$ cat src/rtl/sap_pkg.sv
package sap_pkg;
  typedef enum logic [1:0] {
    FMT_LJ  = 2'd0,
    FMT_I2S = 2'd1,
    FMT_RJ  = 2'd2
  } fmt_e;
endpackage

$ cat src/rtl/sap_clkgen.sv
module sap_clkgen #(
  parameter int DIV       = 4,
  parameter int HALF_BITS = 32
) (
  input  logic clk,
  input  logic rst,
  input  logic en,
  output logic bclk,
  output logic lrck
);
  localparam int DW = (DIV > 1) ? $clog2(DIV) : 1;
  localparam int BW = $clog2(HALF_BITS);

  logic [DW-1:0] divcnt;
  logic [BW-1:0] bitcnt;

  always_ff @(posedge clk) begin
    if (rst || !en) begin
      divcnt <= '0;
      bitcnt <= '0;
      bclk   <= 1'b0;
      lrck   <= 1'b0;
    end else if (divcnt == DW'(DIV - 1)) begin
      divcnt <= '0;
      bclk   <= ~bclk;
      if (bclk) begin
        if (bitcnt == BW'(HALF_BITS - 1)) begin
          bitcnt <= '0;
          lrck   <= ~lrck;
        end else begin
          bitcnt <= bitcnt + 1'b1;
        end
      end
    end else begin
      divcnt <= divcnt + 1'b1;
    end
  end

  AST_LRCK_ON_FALL: assert property (@(posedge clk) disable iff (rst)
    (en && $past(en) && !$stable(lrck)) |-> $fell(bclk));
endmodule

$ cat src/rtl/sap_sync.sv
module sap_sync #(
  parameter int N      = 3,
  parameter int STAGES = 2
) (
  input  logic         clk,
  input  logic         rst,
  input  logic [N-1:0] d,
  output logic [N-1:0] q
);
  logic [N-1:0] stage [STAGES];

  for (genvar s = 0; s < STAGES; s++) begin : g_stage
    always_ff @(posedge clk) begin
      if (rst) stage[s] <= '0;
      else if (s == 0) stage[s] <= d;
      else stage[s] <= stage[(s > 0) ? s - 1 : 0];
    end
  end

  assign q = stage[STAGES-1];
endmodule

$ cat src/rtl/sap_deser.sv
module sap_deser
  import sap_pkg::*;
#(
  parameter int MAX_W = 24,
  parameter int MIN_W = 16,
  parameter int WL_W  = 5,
  parameter int CNT_W = 6
) (
  input  logic             clk,
  input  logic             rst,
  input  logic             bit_rise,
  input  logic             lrck,
  input  logic             sdata,
  input  fmt_e             fmt,
  input  logic [WL_W-1:0]  wlen,
  output logic [MAX_W-1:0] left_o,
  output logic [MAX_W-1:0] right_o,
  output logic             valid_o
);
  localparam logic [CNT_W-1:0] CMAX = '1;

  logic             have_prev, prev_lrck, armed, left_got;
  logic [CNT_W-1:0] cnt;
  logic [MAX_W-1:0] sh, left_hold;

  logic             fr_edge, armed_n, left_lvl, take, to_left;
  logic [CNT_W-1:0] cnt_n;
  logic [MAX_W-1:0] sh_n, word;
  int               start;

  function automatic logic [MAX_W-1:0] sext(input logic [MAX_W-1:0] x,
                                            input logic [WL_W-1:0] w);
    logic [MAX_W-1:0] r;
    for (int i = 0; i < MAX_W; i++)
      r[i] = (i < int'(w)) ? x[i] : x[w - 1'b1];
    return r;
  endfunction

  always_comb begin
    fr_edge  = have_prev && (lrck != prev_lrck);
    cnt_n    = fr_edge ? '0 : ((cnt == CMAX) ? cnt : cnt + 1'b1);
    armed_n  = armed | fr_edge;
    left_lvl = (fmt == FMT_I2S) ? 1'b0 : 1'b1;
    start    = (fmt == FMT_I2S) ? 1 : 0;
    sh_n     = {sh[MAX_W-2:0], sdata};
    if (fmt == FMT_RJ) begin
      take    = fr_edge && armed;
      word    = sext(sh, wlen);
      to_left = (prev_lrck == left_lvl);
    end else begin
      take    = armed_n && (int'(cnt_n) == start + int'(wlen) - 1);
      word    = sext(sh_n, wlen);
      to_left = (lrck == left_lvl);
    end
  end

  always_ff @(posedge clk) begin
    if (rst) begin
      have_prev <= 1'b0;
      prev_lrck <= 1'b0;
      armed     <= 1'b0;
      left_got  <= 1'b0;
      cnt       <= '0;
      sh        <= '0;
      left_hold <= '0;
      left_o    <= '0;
      right_o   <= '0;
      valid_o   <= 1'b0;
    end else begin
      valid_o <= 1'b0;
      if (bit_rise) begin
        have_prev <= 1'b1;
        prev_lrck <= lrck;
        armed     <= armed_n;
        cnt       <= cnt_n;
        sh        <= sh_n;
        if (take) begin
          if (to_left) begin
            left_hold <= word;
            left_got  <= 1'b1;
          end else if (left_got) begin
            left_o   <= left_hold;
            right_o  <= word;
            valid_o  <= 1'b1;
            left_got <= 1'b0;
          end
        end
      end
    end
  end

  AST_WLEN_RANGE: assert property (@(posedge clk) disable iff (rst)
    (int'(wlen) >= MIN_W) && (int'(wlen) <= MAX_W));
  AST_VALID_PULSE: assert property (@(posedge clk) disable iff (rst)
    valid_o |=> !valid_o);
  AST_VALID_ON_BIT: assert property (@(posedge clk) disable iff (rst)
    $rose(valid_o) |-> $past(bit_rise));
endmodule

$ cat src/rtl/sap_rx.sv
module sap_rx
  import sap_pkg::*;
#(
  parameter int DIV       = 4,
  parameter int HALF_BITS = 32,
  parameter int MAX_W     = 24,
  parameter int MIN_W     = 16,
  parameter int WL_W      = 5,
  parameter int SYNC_ST   = 2
) (
  input  logic             clk,
  input  logic             rst,
  input  logic             master_en,
  input  logic             tristate,
  input  logic             fmt_pin,
  input  logic             fmt_sw_en,
  input  logic [1:0]       fmt_sw,
  input  logic [WL_W-1:0]  wlen_in,
  input  logic             bclk_in,
  input  logic             lrck_in,
  input  logic             sdata_in,
  output logic             bclk_o,
  output logic             bclk_oe,
  output logic             lrck_o,
  output logic             lrck_oe,
  output logic [MAX_W-1:0] left_o,
  output logic [MAX_W-1:0] right_o,
  output logic             valid_o
);
  localparam int CNT_W = $clog2(2 * HALF_BITS);

  logic            drive, s_bclk, s_lrck, s_data, s_bclk_q, bit_rise;
  logic [2:0]      sync_d, sync_q;
  logic [WL_W-1:0] wlen_eff;
  fmt_e            fmt;

  assign drive = master_en && !tristate;

  sap_clkgen #(.DIV(DIV), .HALF_BITS(HALF_BITS)) u_gen (
    .clk(clk), .rst(rst), .en(drive), .bclk(bclk_o), .lrck(lrck_o)
  );

  always_ff @(posedge clk) begin
    if (rst) begin
      bclk_oe  <= 1'b0;
      lrck_oe  <= 1'b0;
      s_bclk_q <= 1'b0;
    end else begin
      bclk_oe  <= drive;
      lrck_oe  <= drive;
      s_bclk_q <= s_bclk;
    end
  end

  assign sync_d = drive ? {bclk_o, lrck_o, sdata_in} : {bclk_in, lrck_in, sdata_in};

  sap_sync #(.N(3), .STAGES(SYNC_ST)) u_sync (
    .clk(clk), .rst(rst), .d(sync_d), .q(sync_q)
  );

  assign {s_bclk, s_lrck, s_data} = sync_q;
  assign bit_rise = s_bclk && !s_bclk_q;

  always_comb begin
    if (fmt_sw_en) begin
      case (fmt_sw)
        2'b01:   fmt = FMT_I2S;
        2'b10:   fmt = FMT_RJ;
        default: fmt = FMT_LJ;
      endcase
    end else begin
      fmt = fmt_pin ? FMT_I2S : FMT_LJ;
    end
    if (wlen_in < WL_W'(MIN_W))      wlen_eff = WL_W'(MIN_W);
    else if (wlen_in > WL_W'(MAX_W)) wlen_eff = WL_W'(MAX_W);
    else                             wlen_eff = wlen_in;
  end

  sap_deser #(.MAX_W(MAX_W), .MIN_W(MIN_W), .WL_W(WL_W), .CNT_W(CNT_W)) u_deser (
    .clk(clk), .rst(rst), .bit_rise(bit_rise), .lrck(s_lrck), .sdata(s_data),
    .fmt(fmt), .wlen(wlen_eff), .left_o(left_o), .right_o(right_o), .valid_o(valid_o)
  );

  AST_TRISTATE_OFF: assert property (@(posedge clk) disable iff (rst)
    $past(tristate) |-> (!bclk_oe && !lrck_oe));
  AST_MASTER_DRIVES: assert property (@(posedge clk) disable iff (rst)
    (!$past(rst) && $past(master_en) && !$past(tristate)) |-> (bclk_oe && lrck_oe));
endmodule

$ cat config.mk
export PLATFORM = sky130hd
export DESIGN_NAME = sap_rx
export DESIGN_NICKNAME = d
export VERILOG_FILES = /design/src/rtl/sap_pkg.sv /design/src/rtl/sap_clkgen.sv /design/src/rtl/sap_sync.sv /design/src/rtl/sap_deser.sv /design/src/rtl/sap_rx.sv
export SDC_FILE = /design/constraint.sdc
export NUM_CORES = 1
export LEC_CHECK = 0
export ABC_AREA = 1
export CORE_UTILIZATION = 30
export CTS_CLUSTER_DIAMETER = 100
export DETAILED_ROUTE_END_ITERATION = 8
export DONT_BUFFER_PORTS = 1
export HOLD_SLACK_MARGIN = 0.08
export PLACE_DENSITY = 0.51
export RECOVER_POWER = 100
export SLEW_MARGIN = 20
export SYNTH_ARGS = -nofsm -noshare
export SYNTH_HDL_FRONTEND = slang
export SYNTH_HIERARCHICAL = 1
export SYNTH_SLANG_ARGS = --single-unit
export TNS_END_PERCENT = 20
$ cat constraint.sdc
create_clock -name clk -period 3.07 [get_ports clk]
set_clock_uncertainty 0.1 [all_clocks]
set_input_delay 0.307 -clock clk [delete_from_list [all_inputs] [get_ports clk]]
set_output_delay 0.307 -clock clk [all_outputs]
set_load 0.02 [all_outputs]
## Word level (Yosys, flattened, before mapping)

Memories as Yosys holds them, arrays and structs flattened.
Index checks and enable logic that the tools add are counted.

- Bitwise operators: 8
- Mux-type cells: 73
- Reductions and logical operators: 16
- $add $sub $neg: 6
- Equality and inequality tests: 11
- Order comparisons: 27

Operators by type and width:

| cell | count |
|---|---|
| $mux 1 | 60 |
| $lt 4x5->1 const A | 8 |
| $lt 5x5->1 const A | 8 |
| $add 32x6->32 | 1 |
| $eq 7x32->1 | 1 |
| $sub 32x2->32 const B | 1 |
| $mux 24 | 1 |
| $lt 3x5->1 const A | 4 |
| $mux 5 | 3 |
| $mux 6 | 2 |
| $bmux 1 s5 | 2 |
| $lt 1x5->1 const A | 2 |
| $lt 2x5->1 const A | 2 |
| $mux 3 | 3 |
| $add 6x1->6 const B | 1 |
| $eq 2x2->1 const B | 3 |
| $eq 6x6->1 const B | 1 |
| $lt 5x6->1 const B | 1 |
| $reduce_and 3->1 | 2 |
| $add 5x1->5 const B | 1 |
| $eq 5x5->1 const B | 1 |
| $gt 5x5->1 const B | 1 |
| $logic_and 1x1->1 | 5 |
| $lt 5x5->1 const B | 1 |
| other kinds (15) | 26 |

- Memory bits (writable): 6
- Word-level logic and storage cells: 158
- Output and inout bits: 53
- Memories kept: 1
- Register bits: 118
- Input bits: 16

Memories:

| memory | depth | width | rd ports | clocked after memory_dff | write ports | line | RTL |
|---|---|---|---|---|---|---|---|
| u_sync.stage | 2 | 3 | 2 | 0 | 2 | sap_sync.sv:10 | `logic [N-1:0] stage [STAGES];` |

## Depth between registers and ports, before layout

Gate-level depths: netlist (run 1).

- Depth after elaboration: 12
- Mapped depth: 21
- Depth with buffers taken out: 18

## Modules after synthesis

Netlist (run 1), hierarchy kept.

By module, submodules not included:

| module | instances | seq. area each (sq um) | cells an instance | area each (sq um) |
|---|---|---|---|---|
| sap_deser | 1 | 2142.1 | 1029 | 6193.4 |
| sap_clkgen | 1 | 180.2 | 50 | 389.1 |
| sap_rx | 1 | 40.0 | 34 | 177.7 |
| sap_sync | 1 | 120.1 | 18 | 165.2 |

## Worst setup path after synthesis (run 1)

No wires, ideal clock.

- Kind: input to register
- From: input port wlen_in[3]
- To: register u_deser.right_o[18]
- Buffers on the path: 4
- Setup slack: 0.416 ns
- Required time: 2.857 ns
- Stages on the path: 19
- Arrival: 2.441 ns
- Library setup time: 0.113 ns
- Cells stage by stage: inv_1 -> nand3_1 -> inv_1 -> inv_1 -> buf_2 -> buf_2 -> ha_1 -> ha_1 -> xor2_1 -> nand3b_1 -> nand3_1 -> nor2_1 -> nand3_1 -> nand2_2 -> nand3_2 -> buf_6 -> buf_6 -> nor2_1 -> nor2_1

- Word-level cells in the longest chain between the ends: 9
- Elaborated cells between the ends (all ways): 19
- Classes of those cells: 3 x add/sub; 3 x order compare; 1 x eq/ne; 10 x mux; 2 x reduce/logical

RTL lines:

| what | line | RTL |
|---|---|---|
| from (decl) | sap_rx.sv:18 | `input logic [WL_W-1:0] wlen_in,` |
| $gt 5x5->1 | sap_rx.sv:75 | `else if (wlen_in > WL_W'(MAX_W)) wlen_eff = WL_W'(MAX_W);` |
| $mux 5 | sap_rx.sv:75 |  |
| $mux 5 (*) | sap_rx.sv:74 | `if (wlen_in < WL_W'(MIN_W)) wlen_eff = WL_W'(MIN_W);` |
| via wlen_eff[0] | sap_rx.sv:34 | `logic [WL_W-1:0] wlen_eff;` |
| $add 32x6->32 | sap_deser.sv:51 | `take = armed_n && (int'(cnt_n) == start + int'(wlen) - 1);` |
| $sub 32x2->32 | sap_deser.sv:51 |  |
| $eq 7x32->1 | sap_deser.sv:51 |  |
| $logic_and 1x1->1 | sap_deser.sv:51 |  |
| $mux 1 | sap_deser.sv:46 | `if (fmt == FMT_RJ) begin` |
| $reduce_and 4->1 (no source line) | -- |  |
| to (signal assigned) | sap_deser.sv:83 | `right_o <= word;` |
| to (decl) | sap_deser.sv:17 | `output logic [MAX_W-1:0] right_o,` |

The timed path passes the listed nets; every way through them passes the cells marked *. The select of a mux whose other input is x is not followed.
A chain may end at the register's enable or synchronous reset.

## Worst setup path after layout (run 1)

- From: register u_deser.cnt[0]
- To: register u_deser.left_hold[7]

- Word-level cells in the longest chain between the ends: 7
- Elaborated cells between the ends (all ways): 8
- Classes of those cells: 1 x add/sub; 2 x eq/ne; 3 x mux; 2 x reduce/logical

RTL lines:

| what | line | RTL |
|---|---|---|
| from (decl) | sap_deser.sv:23 | `logic [CNT_W-1:0] cnt;` |
| from (signal assigned) | sap_deser.sv:75 | `cnt <= cnt_n;` |
| $add 6x1->6 / $eq 6x6->1 (equally long branches) | sap_deser.sv:41 | `cnt_n = fr_edge ? '0 : ((cnt == CMAX) ? cnt : cnt + 1'b1);` |
| $mux 6 (*) (2 in a row) | sap_deser.sv:41 |  |
| $eq 7x32->1 (*) | sap_deser.sv:51 |  |
| $logic_and 1x1->1 (*) | sap_deser.sv:51 |  |
| $mux 1 (*) | sap_deser.sv:46 |  |
| $reduce_and 3->1 (no source line) (*) | -- |  |
| to (signal assigned) | sap_deser.sv:79 | `left_hold <= word;` |
| to (decl) | sap_deser.sv:24 | `logic [MAX_W-1:0] sh, left_hold;` |

Every way passes the cells marked *; elsewhere a longest branch is shown, timed or not.

==> impl_metrics.yaml, run 1 <==
yosys:
  syn-instance-count: 1131
  mappedNetlistNets: 1155
  main_combinational_cell_family_by_area_after_synthesis: "simple AND/OR/NAND/NOR gates"
  synth-compound-area-share: 0.1086
  post_synth_mux_area_share: 0
  synth_area_mm2: 0.006925
  ys_seq_elements: 124
  syn_area_per_cell_um2: 6.123
  synth_xor_area_frac: 0.003613
  synth_warnings: 6
  synth_simple_gate_area_frac: 0.3794
  ys_seq_area_frac: 0.3584
  synthDistinctLibCells: 36
  synth_adder_area_share: 0.01445
setup_path:
  regToRegStartpoint: "u_deser/cnt[0]"
  r2r_cells: 15
  worst_setup_path_start_kind: "flip-flop"
  cp-end-kind: "flip-flop"
  arrival_ps: 2790
  worstPathRequired_ps: 3280
  regToRegSetupSlack_ps: 490
  setup.worst_path.class: "flip-flop to flip-flop"
  worstReg2RegEnd: "u_deser/left_hold[7]"
  crit_fanout: 48
clock_network:
  clock_tree.htree_level_count: 4
  clock_latency_ps: 430
  post_cts_resize_count: 0
  cts.clk_slew.worst_paths_ps: 60
  tritoncts: "done"
  clock_sinks: 124
  clock_tree.root_cell: "sky130_fd_sc_hd__clkbuf_16"
  cts_made_buffers: 17
  max-clock-path-buffers: 2
  ctsHoldBuffers: 8
  postCtsSetupRepairBufs: 0
final_layout:
  num-nets-final: 1142
  most_frequent_cells_in_the_layout: "sky130_fd_sc_hd__nand2_1 (288), sky130_fd_sc_hd__nor2_1 (190), sky130_fd_sc_hd__inv_1 (165)"
  fraction_of_layout_cells_with_a_size_suffix_above_1: 0.06543
  insertedDiodeCount: 0
  area_growth_pct: 12.36
  total_of_fill_cells_in_the_finished_design: 2555
  layout_commonest_cell: "sky130_fd_sc_hd__nand2_1"
timing:
  maxSlewViolCount: 0
  fin_ws_ps: 490.1
  slew-limit-headroom: 0.3126
  finalCriticalPeriod_ps: 2580
  final_min_period_over_clock_period: 0.8404
  worst_slew_pin_slew_ps: 1031
  max_clock_freq_mhz: 387.6
  tns_ps: 0
  finalSetupViolations: 0
  report.final.hold_viol_count: 0
  grt_setup_unrepaired: "false"
detailed_routing:
  routed-wl-met3_um: 897
  dr.pass1.iters: 5
  wl_met1_mm: 9.281
  detail-route-antenna-nets: 0
  routed-wl-met2_mm: 7.580
  vias_per_instance: 4.633
  num_vias: 6560
  routed_wirelength_mm: 17.97
  routed.top_layer: "met4"
  drt-wirelength-per-cell_um: 12.69
  drt_drc_violations_left: 0
  drtIter0Drc: 522
floorplanning:
  i_o_pins: 69
  start_util: 0.3059
  design.die.area_mm2: 0.02370
  core_area_mm2: 0.02264
  placementRows: 55
  die_boundary_height_um: 153.9
  width_of_the_chip_um: 153.9
power:
  p_sw_frac: 0.2816
  net_switching_power_mw: 1.173
  power.combinational.fraction: 0.127
  internal-power_mw: 2.991
  worst_ir_drop_on_vdd_mv: 0.3095
  cellLeakagePower_nw: 4.005
  power_density_mw_per_mm2: 535.1
  power_frac_clock: 0.476
  p_seq_frac: 0.397
hold_path:
  min-delay-path-class: "input pin to flip-flop"
  worstHoldPathCells: 7
  whs_endpoint: "u_sync/stage[0][1]"
  hold_start: "tristate"
grt:
  grt_pass1_vias: 5980
  grt.total_usage: 0.1580
  first_pass_grt_wire_length_mm: 30.22
  antenna_found_initial: 0
  grt_start_max_net_pins: 67
  overflow: 0
placement:
  place.port_buffers: 0
  dpl_worst_slack_ps: 235.7
  gp_routability_congestion: 0.8096
  place_hpwl_mm: 12.18
run_status:
  outcome: "finished, final reports clean"
run:
  max-cap-violations: 0
## registers in the layout, summed over array words and instances (netlist names)
name,flops
u_gen/lrck,1
u_deser/prev_lrck,1
u_deser/right_o,24
u_deser/left_hold,24
u_deser/left_o,24
u_gen/bitcnt,5
u_deser/armed,1
u_deser/valid_o,1
s_bclk_q,1
lrck_oe,1
u_deser/sh,24
u_deser/cnt,6
u_gen/divcnt,2
u_deser/left_got,1
u_sync/stage,6
u_gen/bclk,1
u_deser/have_prev,1
## kinds of logic (layout without fill, tap and decap cells)
family	count (synthesis)	in the layout
adder cells (fa/ha/maj)	8	8
other	1	1
AO/OA/AOI/OAI	140	140
XOR/XNOR	2	2
flip-flops	124	124
AND/OR/NAND/NOR	628	628
buffers and inverters	228	228
## power by group through the flow
stage,clock (mW),combinational [mW],sequential [mW]
3_3_place_gp,0,0.507,1.69
6_report,1.98,0.528,1.65
2_1_floorplan,0,0.393,1.68
5_1_grt,2.11,0.601,1.66
3_5_place_dp,0,0.506,1.69
4_1_cts,2.04,0.519,1.65
## layout make-up
cell class              instances  area, um2  share of cell area
multi-input cells             779       3501              0.4499
flip-flops and latches        124       2482              0.3190
inverters                     169      634.4             0.08152
clock buffers                  21      470.5             0.06046
well taps                     285      356.6             0.04583
repair buffers                 27      230.2             0.02959
clock inverters                11      106.4             0.01367
## worst max path at each step
stage,startpoint,to,slack [ps],cells past startpoint
2_1_floorplan,wlen_in[3],u_deser/right_o[18],420,19
3_3_place_gp,wlen_in[2],u_deser/right_o[19],240,17
3_5_place_dp,fmt_sw[1],u_deser/left_hold[7],240,16
4_1_cts,u_deser/cnt[0],u_deser/left_hold[7],630,15
5_1_grt,u_deser/cnt[0],u_deser/left_hold[21],180,16
6_report,u_deser/cnt[0],u_deser/left_hold[7],490,15
## per-stage QoR
stage	cells	utilization	hold slack, ps	power, mW	cell area (um2)
floorplan	1131	-	276.1	2.077	6925
global placement	1376	0.3159	279.9	2.196	7152
detailed placement	1376	0.3159	281.6	2.196	7152
CTS	1416	0.3449	129.2	4.212	7809
global route	1416	0.3437	210.1	4.367	7781
finish	1416	0.3437	183.6	4.164	7781
## cells in the mapped netlist
master	instances	share of area
sky130_fd_sc_hd__dfxtp_1	124	0.36
sky130_fd_sc_hd__o21ai_0	56	0.040
sky130_fd_sc_hd__nor2_4	1	0.0016
sky130_fd_sc_hd__a21oi_2	1	0.0013
sky130_fd_sc_hd__nand3b_1	2	0.0022
sky130_fd_sc_hd__nand2_2	6	0.0054
sky130_fd_sc_hd__o21a_1	1	0.0011
sky130_fd_sc_hd__o211ai_1	7	0.0076
sky130_fd_sc_hd__o21ai_1	2	0.0014
sky130_fd_sc_hd__inv_1	165	0.089
sky130_fd_sc_hd__xor2_1	1	0.0013
sky130_fd_sc_hd__nor3b_1	1	0.0011
sky130_fd_sc_hd__buf_2	24	0.017
sky130_fd_sc_hd__clkbuf_1	27	0.015
sky130_fd_sc_hd__nand4_1	6	0.0054
sky130_fd_sc_hd__xnor2_2	1	0.0023
sky130_fd_sc_hd__and3_1	1	0.00090
sky130_fd_sc_hd__nor2_8	1	0.0029
sky130_fd_sc_hd__or2_2	2	0.0018
sky130_fd_sc_hd__a21oi_1	62	0.045
sky130_fd_sc_hd__nor2_1	189	0.10
sky130_fd_sc_hd__nand3_2	5	0.0072
sky130_fd_sc_hd__ha_1	8	0.014
sky130_fd_sc_hd__a211oi_1	1	0.0011
sky130_fd_sc_hd__o22ai_1	1	0.00090
sky130_fd_sc_hd__nand3_1	117	0.085
sky130_fd_sc_hd__buf_6	5	0.0081
sky130_fd_sc_hd__buf_4	3	0.0033
sky130_fd_sc_hd__o221ai_1	4	0.0051
sky130_fd_sc_hd__a31oi_1	3	0.0027
sky130_fd_sc_hd__conb_1	1	0.00054
sky130_fd_sc_hd__nor3_1	4	0.0029
sky130_fd_sc_hd__nand2_1	287	0.16
sky130_fd_sc_hd__nor2_2	6	0.0054
sky130_fd_sc_hd__o21bai_1	2	0.0022
sky130_fd_sc_hd__inv_2	4	0.0022
## worst max-delay path: stages, from the launching register on
cell and delay (ps):
sky130_fd_sc_hd__dfxtp_1 410, sky130_fd_sc_hd__ha_1 210, sky130_fd_sc_hd__nand2_2 90, sky130_fd_sc_hd__nor2_1 200
sky130_fd_sc_hd__nand2_2 110, sky130_fd_sc_hd__nand2_1 100, sky130_fd_sc_hd__nand2_1 90, sky130_fd_sc_hd__nand2_1 90
sky130_fd_sc_hd__nand3_1 60, sky130_fd_sc_hd__nor2_1 120, sky130_fd_sc_hd__nand3_1 90, sky130_fd_sc_hd__nand2_2 120
sky130_fd_sc_hd__nand3_2 90, sky130_fd_sc_hd__buf_4 310, sky130_fd_sc_hd__nor2_1 180, sky130_fd_sc_hd__nor2_1 60
## per-layer routing
| metal | up-vias | global-route usage |
|---|---|---|
| met1 | 2904 | 0.2216 |
| met5 | - | 0 |
| met2 | 155 | 0.2348 |
| met4 | 0 | 0.05476 |
| met3 | 16 | 0.03692 |
| li1 | 3485 | - |
Note: power is estimated with default switching activity, not from simulation.
==> run 2: changes to the inputs <==
==> constraint.sdc (replaced) <==
create_clock -name clk -period 2.5 [get_ports clk]
set_clock_uncertainty 0.1 [all_clocks]
set_input_delay 0.25 -clock clk [delete_from_list [all_inputs] [get_ports clk]]
set_output_delay 0.25 -clock clk [all_outputs]
set_load 0.02 [all_outputs]
==> run 2 against run 1 <==
Effect of this change: largest power group unchanged; combinational power is 33% higher; worst setup slack worse by 330 ps; maximum frequency is 10% higher; largest cell class unchanged; clock power is 22% higher; worst hold slack worse by 28 ps; via count is 0.59% higher.
==> impl_metrics.yaml, run 2 (same netlist as run 1, synthesis figures left out) <==
run_status:
  outcome: "finished, final reports clean"
floorplanning:
  width_of_the_chip_um: 153.9
  placementRows: 55
  core_area_mm2: 0.02264
  start_util: 0.3059
  design.die.area_mm2: 0.02370
  die_boundary_height_um: 153.9
  i_o_pins: 69
final_layout:
  multiInputGateArea_mm2: 0.003566
  finish.cell_count_without_fillers: 1433
  total_of_fill_cells_in_the_finished_design: 2498
  insertedDiodeCount: 0
  most_frequent_cells_in_the_layout: "sky130_fd_sc_hd__nand2_1 (287), sky130_fd_sc_hd__nor2_1 (186), sky130_fd_sc_hd__inv_1 (163)"
  layout_commonest_cell: "sky130_fd_sc_hd__nand2_1"
  area_growth_pct: 16.89
  num-nets-final: 1160
  area_occupied_by_registers_mm2: 0.002485
  layout.core_utilization: 0.3576
  fraction_of_layout_cells_with_a_size_suffix_above_1: 0.09321
placement:
  post-place-cells: 1390
  place_hpwl_mm: 12.55
  gp_routability_congestion: 0.8385
  place.port_buffers: 0
setup_path:
  worst-path-buf-inv: 2
  worstReg2RegEnd: "u_deser/left_hold[17]"
  arrival_ps: 2560
  worst_setup_path_start_kind: "flip-flop"
  cp_slowest_cell: "sky130_fd_sc_hd__dfxtp_2"
  crit_fanout: 12
  worst-path-stages: 16
  r2r_cells: 16
  cp_cell_sequence: "ha_4 > nand2_4 > nor2_4 > nand2_2 > nand2_1 > nand2_1 > nand2_1 > nand3_1 > nor2_1 > nand3_1 > nand2_2 > buf_4 > nand3_4 > clkbuf_16 > nor2_1 > nor2_1"
  worst_path_dominant_cell_family: "simple AND/OR/NAND/NOR gates"
  setup.worst_path.class: "flip-flop to flip-flop"
  cp-end-kind: "flip-flop"
  worstPathRequired_ps: 2710
  timing.critical_path.slowest_cell_delay_ps: 370
  regToRegSetupSlack_ps: 160
  regToRegStartpoint: "u_deser/cnt[1]"
hold_path:
  whs_endpoint: "u_deser/cnt[0]"
  worstHoldPathCells: 3
  min-delay-path-class: "input pin to flip-flop"
  hold_start: "rst"
grt:
  overflow: 0
  grt_start_max_net_pins: 73
  grt.total_usage: 0.1585
  first_pass_grt_wire_length_mm: 30.13
  antenna_found_initial: 0
  grt_pass1_vias: 5965
clock_network:
  clock_tree.root_cell: "sky130_fd_sc_hd__clkbuf_16"
  max-clock-path-buffers: 2
  clock_sinks: 124
  clock_tree.htree_level_count: 4
  clock_latency_ps: 420
  cts.clk_slew.worst_paths_ps: 60
  tritoncts: "done"
  cts_made_buffers: 17
power:
  fin_total_pwr_mw: 5.149
  internal-power_mw: 3.682
  worst_ir_drop_on_vdd_mv: 0.4385
  power_density_mw_per_mm2: 636.0
  p_sw_frac: 0.2849
  net_switching_power_mw: 1.467
  power_frac_clock: 0.469
  power.combinational.fraction: 0.136
  cellLeakagePower_nw: 4.160
  p_seq_frac: 0.395
detailed_routing:
  detail-route-antenna-nets: 0
  routed-wl-met3_um: 864
  vias_per_instance: 4.605
  wl_met1_mm: 9.544
  num_vias: 6599
  routed_wirelength_mm: 18.94
  routed-wl-met2_mm: 8.259
  drt-wirelength-per-cell_um: 13.21
  drtIter0Drc: 434
  dr.pass1.iters: 5
  drt_drc_violations_left: 0
  routed.top_layer: "met4"
timing:
  report.final.hold_viol_count: 0
  finalCriticalPeriod_ps: 2343
  final_min_period_over_clock_period: 0.9370
  timing.hold.ws_ps: 155.7
  slew-limit-headroom: 0.6121
  worst_slew_pin_slew_ps: 580.0
  maxSlewViolCount: 0
  max_clock_freq_mhz: 426.9
  finalSetupViolations: 0
run:
  max-cap-violations: 0
[run 2: stage by stage]
stage / worst slack (ps) / setup TNS [ps] / area, um2
floorplan: 7.039 / 0 / 6963
global placement: -161.6 / -2263 / 7332
detailed placement: -192.5 / -3956 / 7332
CTS: 95.51 / 0 / 7958
global route: -5.103 / -12.65 / 8095
finish: 157.4 / 0 / 8095
[run 2: cell type report]
type                    instances  share of cell area
multi-input cells             779              0.4405
clock buffers                  19             0.05595
inverters                     169             0.07836
flip-flops and latches        124              0.3070
clock inverters                12             0.01391
repair buffers                 45             0.06028
well taps                     285             0.04405
[run 2: how the worst max path moves through the flow]
stage / start / endpoint / slack (ps)
2_1_floorplan: wlen_in[3] / u_deser/left_hold[14] / 7
6_report: u_deser/cnt[1] / u_deser/left_hold[17] / 160
3_5_place_dp: fmt_sw[1] / u_deser/left_hold[19] / -190
5_1_grt: u_deser/cnt[1] / u_deser/left_hold[4] / -5
3_3_place_gp: fmt_sw[1] / u_deser/left_hold[19] / -160
4_1_cts: u_deser/cnt[1] / u_deser/left_hold[19] / 100
[run 2: worst reg2reg max path, cell delays in order, from the launching register on]
cell	delay [ps]
sky130_fd_sc_hd__dfxtp_2	370
sky130_fd_sc_hd__ha_4	160
sky130_fd_sc_hd__nand2_4	70
sky130_fd_sc_hd__nor2_4	120
sky130_fd_sc_hd__nand2_2	80
sky130_fd_sc_hd__nand2_1	90
sky130_fd_sc_hd__nand2_1	100
sky130_fd_sc_hd__nand2_1	80
sky130_fd_sc_hd__nand3_1	60
sky130_fd_sc_hd__nor2_1	100
sky130_fd_sc_hd__nand3_1	100
sky130_fd_sc_hd__nand2_2	100
sky130_fd_sc_hd__buf_4	120
sky130_fd_sc_hd__nand3_4	160
sky130_fd_sc_hd__clkbuf_16	250
sky130_fd_sc_hd__nor2_1	130
sky130_fd_sc_hd__nor2_1	60
[run 2: repair_timing]
action / in CTS / in global routing
gates resized for setup: 0 / 8
hold buffers: 6 / 0
endpoints found under the hold margin: 21 / 0
buffers inserted: 0 / 1
setup endpoints to repair: 0 / 40
[run 2: power groups by stage]
| stage | Sequential [mW] | Combinational (mW) | Clock (mW) |
|---|---|---|---|
| 2_1_floorplan | 2.07 | 0.490 | 0 |
| 3_3_place_gp | 2.07 | 0.667 | 0 |
| 3_5_place_dp | 2.08 | 0.667 | 0 |
| 4_1_cts | 2.03 | 0.679 | 2.49 |
| 5_1_grt | 2.04 | 0.787 | 2.57 |
| 6_report | 2.03 | 0.700 | 2.42 |
[run 2: per-layer routing]
| metal | vias up | global-route usage |
|---|---|---|
| li1 | 3527 | - |
| met1 | 2895 | 0.2196 |
| met2 | 158 | 0.2390 |
| met3 | 19 | 0.03551 |
| met4 | 0 | 0.05762 |
| met5 | - | 0 |
==> run 3: changes to the inputs <==
--- a/config.mk
+++ b/config.mk
@@ -18,4 +18,3 @@
 export SYNTH_HDL_FRONTEND = slang
 export SYNTH_HIERARCHICAL = 1
 export SYNTH_SLANG_ARGS = --single-unit
-export TNS_END_PERCENT = 20
==> constraint.sdc (replaced) <==
create_clock -name clk -period 2.8 [get_ports clk]
set_clock_uncertainty 0.1 [all_clocks]
set_input_delay 0.28 -clock clk [delete_from_list [all_inputs] [get_ports clk]]
set_output_delay 0.28 -clock clk [all_outputs]
set_load 0.02 [all_outputs]
==> run 3 against run 2 <==
Effect of this change: maximum frequency decreased by 4.0%; non-clock buffer count decreased by 14; cell area down 3.1%; worst hold slack got worse by 27 ps; largest cell class unchanged.
==> impl_metrics.yaml, run 3 (same netlist as run 1, synthesis figures left out) <==
setup_path:
  cp-end-kind: "flip-flop"
  worstPathRequired_ps: 3010
  worst_setup_path_start_kind: "flip-flop"
  cp_slowest_cell: "sky130_fd_sc_hd__dfxtp_1"
  crit_fanout: 35
  timing.critical_path.slowest_cell_delay_ps: 410
  arrival_ps: 2650
  cp_cell_sequence: "ha_1 > nand2_2 > nor2_4 > nand2_1 > nand3_1 > nand2_1 > nand2_1 > nand3_1 > nor2_1 > nand3_1 > nand2_2 > nand3_4 > buf_12 > nor2_1 > nor2_1"
  setup.worst_path.class: "flip-flop to flip-flop"
clock_network:
  tritoncts: "done"
  clock_tree.htree_level_count: 4
  clock_sinks: 124
  clock_tree.root_cell: "sky130_fd_sc_hd__clkbuf_16"
  clock_latency_ps: 420
  cts.clk_slew.worst_paths_ps: 60
  cts_made_buffers: 17
  max-clock-path-buffers: 2
final_layout:
  most_frequent_cells_in_the_layout: "sky130_fd_sc_hd__nand2_1 (289), sky130_fd_sc_hd__nor2_1 (189), sky130_fd_sc_hd__inv_1 (164)"
  area_growth_pct: 13.30
  finish.cell_count_without_fillers: 1418
  insertedDiodeCount: 0
  layout.core_utilization: 0.3466
  layout_commonest_cell: "sky130_fd_sc_hd__nand2_1"
  num-nets-final: 1146
  total_of_fill_cells_in_the_finished_design: 2492
  fraction_of_layout_cells_with_a_size_suffix_above_1: 0.06884
run_status:
  outcome: "finished, final reports clean"
floorplanning:
  core_area_mm2: 0.02264
  design.die.area_mm2: 0.02370
  i_o_pins: 69
  start_util: 0.3059
  width_of_the_chip_um: 153.9
  die_boundary_height_um: 153.9
  placementRows: 55
timing:
  timing.hold.ws_ps: 129.0
  grt_setup_unrepaired: "false"
  tns_ps: 0
  final_min_period_over_clock_period: 0.8714
  worst_slew_pin_slew_ps: 982.7
  finalCriticalPeriod_ps: 2440
  finalSetupViolations: 0
  report.final.hold_viol_count: 0
  slew-limit-headroom: 0.3449
  maxSlewViolCount: 0
  max_clock_freq_mhz: 409.9
detailed_routing:
  drt_drc_violations_left: 0
  detail-route-antenna-nets: 0
  drtIter0Drc: 589
  routed_wirelength_mm: 17.97
  vias_per_instance: 4.594
  num_vias: 6514
  drt-wirelength-per-cell_um: 12.67
  dr.pass1.iters: 5
placement:
  place_hpwl_mm: 12.41
  post-place-cells: 1381
  place.port_buffers: 0
  gp_routability_congestion: 0.8355
grt:
  antenna_found_initial: 0
  grt_pass1_vias: 5838
  grt_start_max_net_pins: 60
  grt.total_usage: 0.1572
  overflow: 0
  first_pass_grt_wire_length_mm: 29.97
run:
  max-cap-violations: 0
power:
  power_density_mw_per_mm2: 579.9
  worst_ir_drop_on_vdd_mv: 0.3088
  fin_total_pwr_mw: 4.550
  cellLeakagePower_nw: 4.044
hold_path:
  min-delay-path-class: "input pin to flip-flop"
==> run 3: cell types whose count changed in the layout (fill, tap and decap cells not counted), sizes merged <==
cell	before	now
inv	174	169
bufinv	1	2
clkinv	4	7
dlygate4sd3	6	7
buf	36	22
clkbuf	22	20
clkinvlp	2	3
==> run 3: timing repair <==
action	4_1_cts	5_1_grt
buffers inserted	0	0
hold endpoints to repair	21	0
gates resized for setup	0	0
endpoints found under the setup margin	0	0
hold buffers	7	0
==> run 3: stage by stage <==
stage / area, um2 / setup WS (ps)
5_1_grt: 7846 / 70.64
4_1_cts: 7874 / 349.8
2_1_floorplan: 6925 / 173.1
3_5_place_dp: 7239 / 88.90
6_report: 7846 / 360.1
3_3_place_gp: 7239 / 131.7
==> run 3: critical path, delay by kind of cell, from the launching register on <==
family,cells,cell delay [ps]
flip-flops,1,410
AND/OR/NAND/NOR,13,1350
adder cells (fa/ha/maj),1,200
buffers and inverters,1,250
==> run 3: final timing paths <==
kind,start,slack (ps),endpoint,cells after the start
worst max-delay path,u_deser/cnt[0],360,u_deser/left_o[21],15
worst min-delay path,rst,130,u_deser/left_hold[15],3
worst min register to register,u_sync/stage[0][0],300,u_sync/stage[1][0],2
worst max register to register,u_deser/cnt[0],360,u_deser/left_o[21],15
==> run 3: routing by layer <==
layer	part of all wire	wire (um)	GRT usage	up-vias
li1	-	-	-	3492
met2	0.43	7743	0.2379	158
met1	0.51	9079	0.2205	2849
met5	0	0	0	-
met4	0.010	188	0.04857	0
met3	0.053	955	0.03467	15
==> run 3: where the power goes <==
group,internal (mW),total [mW],switching [mW]
sequential,1.79,1.82,0.0223
combinational,0.199,0.588,0.389
clock,1.32,2.15,0.832
==> run 3: layout make-up <==
type                    count  area (um2)  share of cell area
inverters                 169       634.4             0.08085
clock inverters            12       125.1             0.01595
well taps                 285       356.6             0.04545
multi-input cells         779        3501              0.4462
clock buffers              18       439.2             0.05597
flip-flops and latches    124        2482              0.3164
repair buffers             31       307.8             0.03923
